<file path="config.mk">
export PLATFORM = sky130hd
export DESIGN_NAME = dma_req_arb
export DESIGN_NICKNAME = d
export VERILOG_FILES = /design/src/rtl/dra_pkg.sv /design/src/rtl/dra_src_sel.sv /design/src/rtl/dra_pick.sv /design/src/rtl/dra_regs.sv /design/src/rtl/dma_req_arb.sv
export SDC_FILE = /design/constraint.sdc
export NUM_CORES = 1
export LEC_CHECK = 0
export CORE_ASPECT_RATIO = 0.8
export CORE_UTILIZATION = 40
export CTS_CLUSTER_DIAMETER = 30
export DETAILED_ROUTE_END_ITERATION = 8
export DONT_BUFFER_PORTS = 1
export PLACE_DENSITY = 0.51
export SYNTH_ARGS = -nofsm -noshare
export SYNTH_HDL_FRONTEND = slang
export SYNTH_HIERARCHICAL = 1
export SYNTH_SLANG_ARGS = --single-unit
</file>
<file path="constraint.sdc">
create_clock -name clk -period 6.4 [get_ports clk]
set_clock_uncertainty 0.05 [all_clocks]
set_input_delay 0.64 -clock clk [delete_from_list [all_inputs] [get_ports clk]]
set_output_delay 0.64 -clock clk [all_outputs]
set_load 0.01 [all_outputs]
</file>
<file path="src/rtl/dra_pkg.sv">
package dra_pkg;
  localparam int DATA_W   = 32;
  localparam int MAP_BASE = 16;
  // word addresses of the control registers
  localparam int W_CFG  = 0;
  localparam int W_STAT = 1;
  localparam int W_ENS  = 2;
  localparam int W_ENC  = 3;
  localparam int W_MKS  = 4;
  localparam int W_MKC  = 5;
  localparam int W_PRS  = 6;
  localparam int W_PRC  = 7;
  localparam int W_BOS  = 8;
  localparam int W_BOC  = 9;
  localparam int W_ALS  = 10;
  localparam int W_ALC  = 11;
  localparam int W_SWR  = 12;
  localparam int W_WAIT = 13;
endpackage

</file>
<file path="src/rtl/dra_src_sel.sv">
module dra_src_sel #(
  parameter int NUM_CH  = 32,
  parameter int NUM_SRC = 5,
  parameter int SEL_W   = 4
) (
  input  logic [NUM_CH*SEL_W-1:0]   sel,
  input  logic [NUM_CH*NUM_SRC-1:0] pend_single,
  input  logic [NUM_CH*NUM_SRC-1:0] pend_burst,
  output logic [NUM_CH-1:0]         s_req,
  output logic [NUM_CH-1:0]         b_req
);
  for (genvar n = 0; n < NUM_CH; n++) begin : g_ch
    always_comb begin
      s_req[n] = 1'b0;
      b_req[n] = 1'b0;
      for (int j = 0; j < NUM_SRC; j++) begin
        if (sel[n*SEL_W +: SEL_W] == SEL_W'(j)) begin
          s_req[n] = pend_single[n*NUM_SRC + j];
          b_req[n] = pend_burst[n*NUM_SRC + j];
        end
      end
    end
  end
endmodule

</file>
<file path="src/rtl/dra_pick.sv">
module dra_pick #(
  parameter int NUM_CH = 32,
  localparam int CH_W  = (NUM_CH > 1) ? $clog2(NUM_CH) : 1
) (
  input  logic [NUM_CH-1:0] elig,
  input  logic [NUM_CH-1:0] prio,
  output logic              hit,
  output logic [CH_W-1:0]   idx
);
  logic [NUM_CH-1:0] hi, cand;
  always_comb begin
    hi   = elig & prio;
    cand = (|hi) ? hi : elig;
    hit  = |elig;
    idx  = '0;
    for (int i = NUM_CH - 1; i >= 0; i--) begin
      if (cand[i]) idx = CH_W'(i);
    end
  end
endmodule

</file>
<file path="src/rtl/dra_regs.sv">
module dra_regs
  import dra_pkg::*;
#(
  parameter int NUM_CH = 32,
  parameter int SEL_W  = 4,
  parameter int ADDR_W = 5,
  localparam int PER_MAP  = DATA_W / SEL_W,
  localparam int MAP_REGS = (NUM_CH + PER_MAP - 1) / PER_MAP,
  localparam int MI_W     = (MAP_REGS > 1) ? $clog2(MAP_REGS) : 1
) (
  input  logic                    clk,
  input  logic                    rst,
  input  logic                    wr,
  input  logic [ADDR_W-1:0]       addr,
  input  logic [DATA_W-1:0]       wdata,
  input  logic [NUM_CH-1:0]       clr_en,
  input  logic [NUM_CH-1:0]       clr_sw,
  input  logic [NUM_CH-1:0]       wait_vec,
  input  logic                    busy,
  output logic                    master,
  output logic [NUM_CH-1:0]       en_q,
  output logic [NUM_CH-1:0]       mask_q,
  output logic [NUM_CH-1:0]       prio_q,
  output logic [NUM_CH-1:0]       bonly_q,
  output logic [NUM_CH-1:0]       sw_q,
  output logic [NUM_CH*SEL_W-1:0] sel,
  output logic [DATA_W-1:0]       rdata
);
  logic [NUM_CH-1:0] alt_q, wv;
  logic [DATA_W-1:0] map_q [MAP_REGS];
  logic [DATA_W-1:0] rd_c;
  logic [ADDR_W-1:0] moff;

  assign wv   = wdata[NUM_CH-1:0];
  assign moff = addr - ADDR_W'(MAP_BASE);

  function automatic logic [NUM_CH-1:0] upd(input logic [NUM_CH-1:0] cur,
                                            input logic s, input logic c,
                                            input logic [NUM_CH-1:0] v);
    if (s)      return cur | v;
    else if (c) return cur & ~v;
    else        return cur;
  endfunction

  function automatic logic hitw(input logic w, input logic [ADDR_W-1:0] a, input int k);
    return w && (a == ADDR_W'(k));
  endfunction

  always_ff @(posedge clk) begin
    if (rst) begin
      master  <= 1'b0;
      en_q    <= '0;
      mask_q  <= '0;
      prio_q  <= '0;
      bonly_q <= '0;
      alt_q   <= '0;
      sw_q    <= '0;
    end else begin
      if (hitw(wr, addr, W_CFG)) master <= wdata[0];
      en_q    <= upd(en_q & ~clr_en, hitw(wr, addr, W_ENS), hitw(wr, addr, W_ENC), wv);
      mask_q  <= upd(mask_q,  hitw(wr, addr, W_MKS), hitw(wr, addr, W_MKC), wv);
      prio_q  <= upd(prio_q,  hitw(wr, addr, W_PRS), hitw(wr, addr, W_PRC), wv);
      bonly_q <= upd(bonly_q, hitw(wr, addr, W_BOS), hitw(wr, addr, W_BOC), wv);
      alt_q   <= upd(alt_q,   hitw(wr, addr, W_ALS), hitw(wr, addr, W_ALC), wv);
      sw_q    <= upd(sw_q & ~clr_sw, hitw(wr, addr, W_SWR), 1'b0, wv);
    end
  end

  for (genvar k = 0; k < MAP_REGS; k++) begin : g_map
    always_ff @(posedge clk) begin
      if (rst) map_q[k] <= '0;
      else if (hitw(wr, addr, MAP_BASE + k)) map_q[k] <= wdata;
    end
  end

  for (genvar n = 0; n < NUM_CH; n++) begin : g_sel
    assign sel[n*SEL_W +: SEL_W] = map_q[n / PER_MAP][(n % PER_MAP)*SEL_W +: SEL_W];
  end

  always_comb begin
    rd_c = '0;
    case (addr)
      ADDR_W'(W_CFG):  rd_c[0] = master;
      ADDR_W'(W_STAT): begin rd_c[0] = master; rd_c[8] = busy; end
      ADDR_W'(W_ENS), ADDR_W'(W_ENC): rd_c[NUM_CH-1:0] = en_q;
      ADDR_W'(W_MKS), ADDR_W'(W_MKC): rd_c[NUM_CH-1:0] = mask_q;
      ADDR_W'(W_PRS), ADDR_W'(W_PRC): rd_c[NUM_CH-1:0] = prio_q;
      ADDR_W'(W_BOS), ADDR_W'(W_BOC): rd_c[NUM_CH-1:0] = bonly_q;
      ADDR_W'(W_ALS), ADDR_W'(W_ALC): rd_c[NUM_CH-1:0] = alt_q;
      ADDR_W'(W_SWR):  rd_c[NUM_CH-1:0] = sw_q;
      ADDR_W'(W_WAIT): rd_c[NUM_CH-1:0] = wait_vec;
      default: if (moff < ADDR_W'(MAP_REGS)) rd_c = map_q[moff[MI_W-1:0]];
    endcase
  end

  always_ff @(posedge clk) begin
    if (rst) rdata <= '0;
    else     rdata <= rd_c;
  end

  // a granted software request is gone on the next cycle unless rewritten
  for (genvar n = 0; n < NUM_CH; n++) begin : g_chk
    assert_sw_taken_R5: assert property (@(posedge clk) disable iff (rst)
      (clr_sw[n] && !wr) |=> !sw_q[n]);
  end
endmodule

</file>
<file path="src/rtl/dma_req_arb.sv">
module dma_req_arb
  import dra_pkg::*;
#(
  parameter int NUM_CH  = 32,
  parameter int NUM_SRC = 5,
  parameter int SEL_W   = 4,
  parameter int ADDR_W  = 5,
  localparam int CH_W   = (NUM_CH > 1) ? $clog2(NUM_CH) : 1
) (
  input  logic                      clk,
  input  logic                      rst,
  input  logic                      reg_wr,
  input  logic [ADDR_W-1:0]         reg_addr,
  input  logic [DATA_W-1:0]         reg_wdata,
  output logic [DATA_W-1:0]         reg_rdata,
  input  logic [NUM_CH*NUM_SRC-1:0] pend_single,
  input  logic [NUM_CH*NUM_SRC-1:0] pend_burst,
  input  logic                      eng_done,
  input  logic                      eng_end,
  output logic                      gnt_valid,
  output logic [CH_W-1:0]           gnt_ch,
  output logic                      gnt_burst
);
  logic                    master, issue, hit;
  logic [NUM_CH-1:0]       en_q, mask_q, prio_q, bonly_q, sw_q;
  logic [NUM_CH-1:0]       s_req, b_req, elig, wait_vec, clr_en, clr_sw;
  logic [NUM_CH*SEL_W-1:0] sel;
  logic [CH_W-1:0]         pidx;

  dra_regs #(.NUM_CH(NUM_CH), .SEL_W(SEL_W), .ADDR_W(ADDR_W)) u_regs (
    .clk(clk), .rst(rst), .wr(reg_wr), .addr(reg_addr), .wdata(reg_wdata),
    .clr_en(clr_en), .clr_sw(clr_sw), .wait_vec(wait_vec), .busy(gnt_valid),
    .master(master), .en_q(en_q), .mask_q(mask_q), .prio_q(prio_q),
    .bonly_q(bonly_q), .sw_q(sw_q), .sel(sel), .rdata(reg_rdata));

  dra_src_sel #(.NUM_CH(NUM_CH), .NUM_SRC(NUM_SRC), .SEL_W(SEL_W)) u_sel (
    .sel(sel), .pend_single(pend_single), .pend_burst(pend_burst),
    .s_req(s_req), .b_req(b_req));

  // hardware causes pass only when unmasked; singles only when not burst-only
  assign elig     = en_q & (sw_q | (~mask_q & (b_req | (s_req & ~bonly_q))));
  assign wait_vec = bonly_q & ~mask_q & s_req & ~b_req;

  dra_pick #(.NUM_CH(NUM_CH)) u_pick (
    .elig(elig), .prio(prio_q), .hit(hit), .idx(pidx));

  assign issue  = !gnt_valid && master && hit;
  assign clr_sw = issue ? (NUM_CH'(1) << pidx) : '0;
  assign clr_en = (gnt_valid && eng_done && eng_end) ? (NUM_CH'(1) << gnt_ch) : '0;

  always_ff @(posedge clk) begin
    if (rst) begin
      gnt_valid <= 1'b0;
      gnt_ch    <= '0;
      gnt_burst <= 1'b0;
    end else if (gnt_valid) begin
      if (eng_done) gnt_valid <= 1'b0;
    end else if (issue) begin
      gnt_valid <= 1'b1;
      gnt_ch    <= pidx;
      gnt_burst <= sw_q[pidx] | b_req[pidx];
    end
  end

  assert_hold_R10: assert property (@(posedge clk) disable iff (rst)
    (gnt_valid && !eng_done) |=> (gnt_valid && $stable(gnt_ch) && $stable(gnt_burst)));
  assert_release_R10: assert property (@(posedge clk) disable iff (rst)
    (gnt_valid && eng_done) |=> !gnt_valid);
  assert_master_gate_R8: assert property (@(posedge clk) disable iff (rst)
    !master |=> !$rose(gnt_valid));
  assert_high_first_R9: assert property (@(posedge clk) disable iff (rst)
    (issue && |(elig & prio_q)) |-> prio_q[pidx]);
  assert_lowest_R9: assert property (@(posedge clk) disable iff (rst)
    issue |-> (elig[pidx] &&
      (((elig & (prio_q[pidx] ? prio_q : ~prio_q)) & ~({NUM_CH{1'b1}} << pidx)) == '0)));
  assert_mask_sw_R4: assert property (@(posedge clk) disable iff (rst)
    (issue && mask_q[pidx]) |-> sw_q[pidx]);
  assert_burst_only_R6: assert property (@(posedge clk) disable iff (rst)
    (issue && bonly_q[pidx] && !sw_q[pidx]) |-> b_req[pidx]);
  assert_end_clears_R11: assert property (@(posedge clk) disable iff (rst)
    (gnt_valid && eng_done && eng_end && !reg_wr) |=> !en_q[$past(gnt_ch)]);
endmodule

</file>
==> flow_metrics.py, run 1 <==
metrics = {
    "synthesis": {
        "synth_cell_type_count": 80,
        "synth.top_cell.area_share": 0.219,
        "yosys_warnings": 6,
        "muxShareOfSynthArea": 0.110,
        "dominantRegCellSynth": "dfxtp_1",
        "synth_adder_area_share": 0,
        "yosysSeqAreaShare": 0.400,
        "synth_nets": 2659,
        "ys_ff_latch": 360,
        "synthSimpleGateAreaFrac": 0.190,
        "synth_compound_area_frac": 0.254,
        "synth_area_um2": 21200,
        "synthXorXnorAreaFrac": 0,
        "synth_edf_count": 128,
        "synth_top_family_by_area": "compound AO/OA/AOI/OAI gates",
        "synth_area_leader_cell": "dfxtp_1",
        "syn_area_per_cell_um2": 9.24,
        "ys_async_sr_fraction": 0,
        "syn_inst": 2297,
        "yosys-top-cells-area": "dfxtp_1 22%, edfxtp_1 18%, a21oi_1 6.1%",
    },
    "layout": {
        "nNetsFinal": 2643,
        "final_cell_mix": "258 x a21oi_1, 232 x dfxtp_1, 186 x nor2_1, 129 x and2_1, 128 x edfxtp_1",
        "fillers": 4973,
        "regArea_um2": 8490,
        "multi_input_area_um2": 11900,
        "final_common_cell": "a21oi_1",
        "drive_above_1_share": 0.148,
        "syn2layout_area_growth_pct": 17.3,
    },
    "setup_path": {
        "slowest_stage": "a2111oi_0",
        "critPathLaunch": "u_regs/map_q[1][14]",
        "start_kind": "register",
        "slowest_delay_ns": 1.20,
        "cp_max_fo": 21,
        "path_class": "reg -> reg",
        "cpMostUsedCell": "buf_4",
        "cp_data_arrival_time_ns": 6.30,
        "worstReg2RegStart": "u_regs/map_q[1][14]",
        "required_ns": 6.83,
        "end_kind": "register",
    },
    "grt": {
        "grt_overflow": 0,
        "grt_pass1_wl_um": 132000,
        "grt_pass1_vias": 18785,
        "grt_max_degree": 244,
        "grt_use_total": 0.335,
        "antenna_found_initial": 0,
    },
    "sta": {
        "rsz0062_at_grt": "false",
        "worstMarginPinSlew_ns": 1.42,
        "fin_ws_ns": 0.536,
        "fin_setup_tns_ns": 0,
        "drv_slew": 0,
        "fmax_ghz": 0.171,
        "fin_crit_sh": 0.916,
        "period_minus_slack_ns": 5.86,
        "max_slew_margin": 0.0289,
        "holdWs_ns": 0.0607,
        "setup-violations-final": 0,
        "hold_viol": 0,
    },
    "worst_hold_path": {
        "min_path_type": "in -> reg",
        "min_from": "reg_wdata[11]",
    },
    "power": {
        "seqPwrFrac": 0.349,
        "pwr_density_cell_nw_per_um2": 292,
        "power.net_switching_mw": 1.78,
        "leakagePower_nw": 8.42,
        "switching_share": 0.245,
        "clkPwrFrac": 0.583,
        "p_comb_frac": 0.068,
        "intPower_mw": 5.49,
        "peakVddDrop_mv": 0.186,
    },
    "floorplan": {
        "rows": 75,
        "boundaryPins": 401,
        "initial_core_util": 0.405,
        "die-area_um2": 54000,
        "die_w_um": 260,
        "die_h_um": 208,
        "fp.coreArea_um2": 52400,
    },
    "routing": {
        "vias": 20137,
        "avgRoutedWirePerCell_um": 30.5,
        "viasPerCell": 6.61,
        "firstDrtPassIters": 7,
        "initialDrtViolationCount": 2530,
        "drc": 0,
        "wirelength_um": 93000,
        "antenna_left": 0,
    },
    "job": {
        "drv_cap": 1,
    },
    "clocking": {
        "clkTransAtPathRegs_ns": 0.05,
        "cts-root-buf": "clkbuf_16",
        "cts_buffers": 83,
        "clock-sinks": 360,
        "h-tree-depth": 3,
        "cts_setup_buffers": 0,
        "cts_tree": "yes",
        "cts_buffer_depth": 3,
        "cts_resized": 0,
        "clock_latency_ns": 0.63,
        "cts_hold_buf": 0,
    },
    "place": {
        "hpwl_um": 64800,
        "post-place-ws_ns": 0.822,
        "gp_congestion": 0.963,
        "io_buffer_count": 0,
    },
    "status": {
        "outcome": "finished, violations left",
        "violations": "max-capacitance violations",
    },
}
[layout make-up]
| cell class | instances | area share |
|---|---|---|
| inverters | 67 | 0.0101 |
| repair buffers | 76 | 0.0229 |
| diodes | 1 | 0.000101 |
| multi-input cells | 1693 | 0.478 |
| clock inverters | 46 | 0.0192 |
| flip-flops and latches | 360 | 0.341 |
| well taps | 693 | 0.0348 |
| clock buffers | 109 | 0.0944 |
[per-layer routing]
layer  vias to the layer above  GRT usage  wire [um]
met2                      1217      0.485      39500
met4                         0      0.100       2640
met5                         -          0          0
li1                       8774          -          -
met1                      9988      0.489      41300
met3                       158     0.0824       9510
[power groups by stage]
stage,logic [mW],clock network [mW],registers (mW)
after floorplan,0.378,0,2.54
after global placement,0.474,0,2.58
after detailed placement,0.479,0,2.58
after CTS,0.481,4.28,2.54
after global routing,0.513,4.41,2.55
final,0.493,4.24,2.54
[Yosys cell counts, drive strengths merged (21+ instances only)]
cell	number
nor3	24
a221oi	31
nor3b	21
and2	130
a22oi	52
edfxtp	128
a211oi	38
a22o	21
or3	29
nor2b	54
nor4b	36
o21a	38
clkbuf	124
a211o	34
a2bb2oi	37
a31oi	45
mux4	30
buf	53
a21oi	260
nor2	192
mux2	48
dfxtp	232
o21ai	43
nand2b	35
a311oi	98
nand2	112
mux2i	111
inv	67
[cell families after synthesis]
group                  count (synthesis)
AOI/OAI and AO/OA                    776
buffers and inverters                244
DFF                                  360
and+or+nand+nor                      728
muxes                                189
[metrics by stage]
| step | utilization | total power [mW] | area [um^2] | cells |
|---|---|---|---|---|
| 2_1_floorplan | - | 2.92 | 21200 | 2297 |
| 6_report | 0.475 | 7.27 | 24900 | 3045 |
| 3_5_place_dp | 0.421 | 3.06 | 22100 | 2889 |
| 3_3_place_gp | 0.421 | 3.05 | 22100 | 2889 |
| 4_1_cts | 0.475 | 7.30 | 24900 | 3044 |
| 5_1_grt | 0.475 | 7.47 | 24900 | 3044 |
[final timing paths]
kind	cells after the start	end	slack, ns
min reg2reg	2	register	0.47
max	26	u_regs/sw_q[0]	0.54
max reg2reg	26	u_regs/sw_q[0]	0.54
min	1	register	0.06
[critical path: cells and delay by family, from the launching register on]
family | cells | cell delay (ns)
buffers and inverters | 6 | 1.08
AO/OA/AOI/OAI | 9 | 2.41
flip-flops | 1 | 0.46
AND/OR/NAND/NOR | 11 | 1.72
No activity file was read; power rests on OpenSTA's default activity.
==> inputs of run 2 (changes only) <==
--- a/config.mk
+++ b/config.mk
@@ -6,11 +6,11 @@
 export NUM_CORES = 1
 export LEC_CHECK = 0
 export CORE_ASPECT_RATIO = 0.8
-export CORE_UTILIZATION = 40
+export CORE_UTILIZATION = 65
 export CTS_CLUSTER_DIAMETER = 30
 export DETAILED_ROUTE_END_ITERATION = 8
 export DONT_BUFFER_PORTS = 1
-export PLACE_DENSITY = 0.51
+export PLACE_DENSITY = 0.78
 export SYNTH_ARGS = -nofsm -noshare
 export SYNTH_HDL_FRONTEND = slang
 export SYNTH_HIERARCHICAL = 1
==> run 2 against run 1 <==
The flow finishes with violations (design-rule violations). Fmax rose by 0.27%. Flip-flop and latch count stayed put. Largest power group unchanged. Critical endpoint is now gnt_burst. Utilization grew 28 points. Clock power down 20%. Power is 11% lower.
==> flow_metrics.py, run 2 (synthesis results as in run 1) <==
metrics = {
    "grt": {
        "grt_pass1_wl_um": 131000,
        "grt_pass1_vias": 20802,
        "grt_max_degree": 244,
        "grt_overflow": 0,
        "grt_use_total": 0.530,
        "antenna_found_initial": 4,
    },
    "layout": {
        "fillers": 2057,
        "nNetsFinal": 2631,
        "multi_input_area_um2": 11900,
        "fin_area_um2": 23900,
        "regArea_um2": 8490,
        "drive_above_1_share": 0.137,
        "syn2layout_area_growth_pct": 12.8,
        "final_common_cell": "a21oi_1",
        "final_cell_count_no_fill": 2744,
        "final_cell_mix": "258 x a21oi_1, 232 x dfxtp_1, 190 x nor2_1, 129 x and2_1, 128 x edfxtp_1",
    },
    "sta": {
        "fin_ws_ns": 0.551,
        "drv_slew": 0,
        "hold_viol": 0,
        "period_minus_slack_ns": 5.85,
        "fmax_ghz": 0.171,
        "setup-violations-final": 0,
        "fin_setup_tns_ns": 0,
        "fin_crit_sh": 0.914,
        "rsz0062_at_grt": "false",
        "worstMarginPinSlew_ns": 1.31,
        "max_slew_margin": 0.121,
    },
    "routing": {
        "initialDrtViolationCount": 4455,
        "viasPerCell": 7.93,
        "antenna_left": 0,
        "vias": 21766,
        "drc": 1,
        "firstDrtPassIters": 9,
        "wirelength_um": 91600,
        "avgRoutedWirePerCell_um": 33.4,
    },
    "power": {
        "clkPwrFrac": 0.527,
        "power.net_switching_mw": 1.69,
        "seqPwrFrac": 0.394,
        "p_comb_frac": 0.080,
        "intPower_mw": 4.75,
        "totalPowerFinal_mw": 6.44,
        "peakVddDrop_mv": 0.239,
        "leakagePower_nw": 8.16,
        "pwr_density_cell_nw_per_um2": 269,
        "switching_share": 0.263,
    },
    "place": {
        "post-place-ws_ns": 0.713,
        "gp_congestion": 1.05,
        "io_buffer_count": 0,
        "place_area_um2": 21800,
        "dp_cells": 2626,
        "hpwl_um": 59200,
    },
    "setup_path": {
        "start_kind": "register",
        "cp_data_arrival_time_ns": 6.29,
        "end_kind": "register",
        "required_ns": 6.84,
        "path_class": "reg -> reg",
        "cp_max_fo": 26,
    },
    "clocking": {
        "cts_tree": "yes",
        "h-tree-depth": 2,
        "clock_latency_ns": 0.63,
        "cts_setup_buffers": 0,
        "cts_buffers": 61,
        "cts-root-buf": "clkbuf_16",
        "cts_hold_buf": 0,
        "clkTransAtPathRegs_ns": 0.06,
        "cts_buffer_depth": 3,
        "clock-sinks": 360,
        "cts_resized": 0,
    },
    "status": {
        "violations": "design-rule violations",
        "outcome": "finished, violations left",
    },
    "floorplan": {
        "die_h_um": 164,
        "die_w_um": 204,
        "initial_core_util": 0.668,
        "die-area_um2": 33400,
        "fp.coreArea_um2": 31800,
        "boundaryPins": 401,
        "rows": 58,
    },
    "worst_hold_path": {
        "min_path_type": "in -> reg",
    },
    "job": {
        "drv_cap": 0,
    },
}
## run 2: through the flow
step            util  hold slack, ns
6_report       0.753          0.0562
5_1_grt        0.753          0.0535
4_1_cts        0.753          0.0458
3_5_place_dp   0.686           0.458
3_3_place_gp   0.686           0.448
2_1_floorplan      -           0.442
## run 2: critical path, stage by stage, from the launching register on
cell	delay [ns]
edfxtp_1	0.54
mux4_2	0.56
nand2b_1	0.10
a21oi_1	0.14
a21oi_1	0.14
nor2_1	0.05
o21a_1	0.23
a22oi_1	0.34
nand4_1	0.26
nor4_4	0.36
buf_4	0.32
o21ai_0	0.22
nor2b_1	0.19
a311oi_1	0.30
o31ai_1	0.15
a21oi_2	0.37
buf_4	0.28
or3b_1	0.36
o311ai_1	0.10
o311ai_1	0.25
a311oi_2	0.32
a211oi_2	0.06
## run 2: worst paths after layout
| check | from | endpoint | slack, ns | cells past startpoint |
|---|---|---|---|---|
| worst max register to register | u_regs/map_q[2][24] | gnt_burst | 0.55 | 21 |
| worst min register to register | register | register | 0.47 | 2 |
| worst min-delay path | rst | register | 0.06 | 1 |
| worst max-delay path | u_regs/map_q[2][24] | gnt_burst | 0.55 | 21 |
## run 2: power groups by stage
| stage | clock [mW] | combinational [mW] | sequential, mW |
|---|---|---|---|
| after floorplan | 0 | 0.378 | 2.54 |
| after global placement | 0 | 0.456 | 2.57 |
| after detailed placement | 0 | 0.468 | 2.57 |
| after CTS | 3.37 | 0.480 | 2.53 |
| after global routing | 3.48 | 0.517 | 2.54 |
| final | 3.39 | 0.513 | 2.54 |
## run 2: per-layer routing
layer,part of all wire,up-vias,track usage
li1,-,8732,-
met1,0.34,9973,0.667
met2,0.41,2418,0.762
met3,0.18,637,0.218
met4,0.073,6,0.313
met5,0.00049,-,0
## run 2: final cells by class
type	instances	area share
diodes	2	0.000209
clock buffers	73	0.0673
clock inverters	43	0.0214
inverters	67	0.0105
multi-input cells	1693	0.496
flip-flops and latches	360	0.354
well taps	420	0.0219
repair buffers	86	0.0285
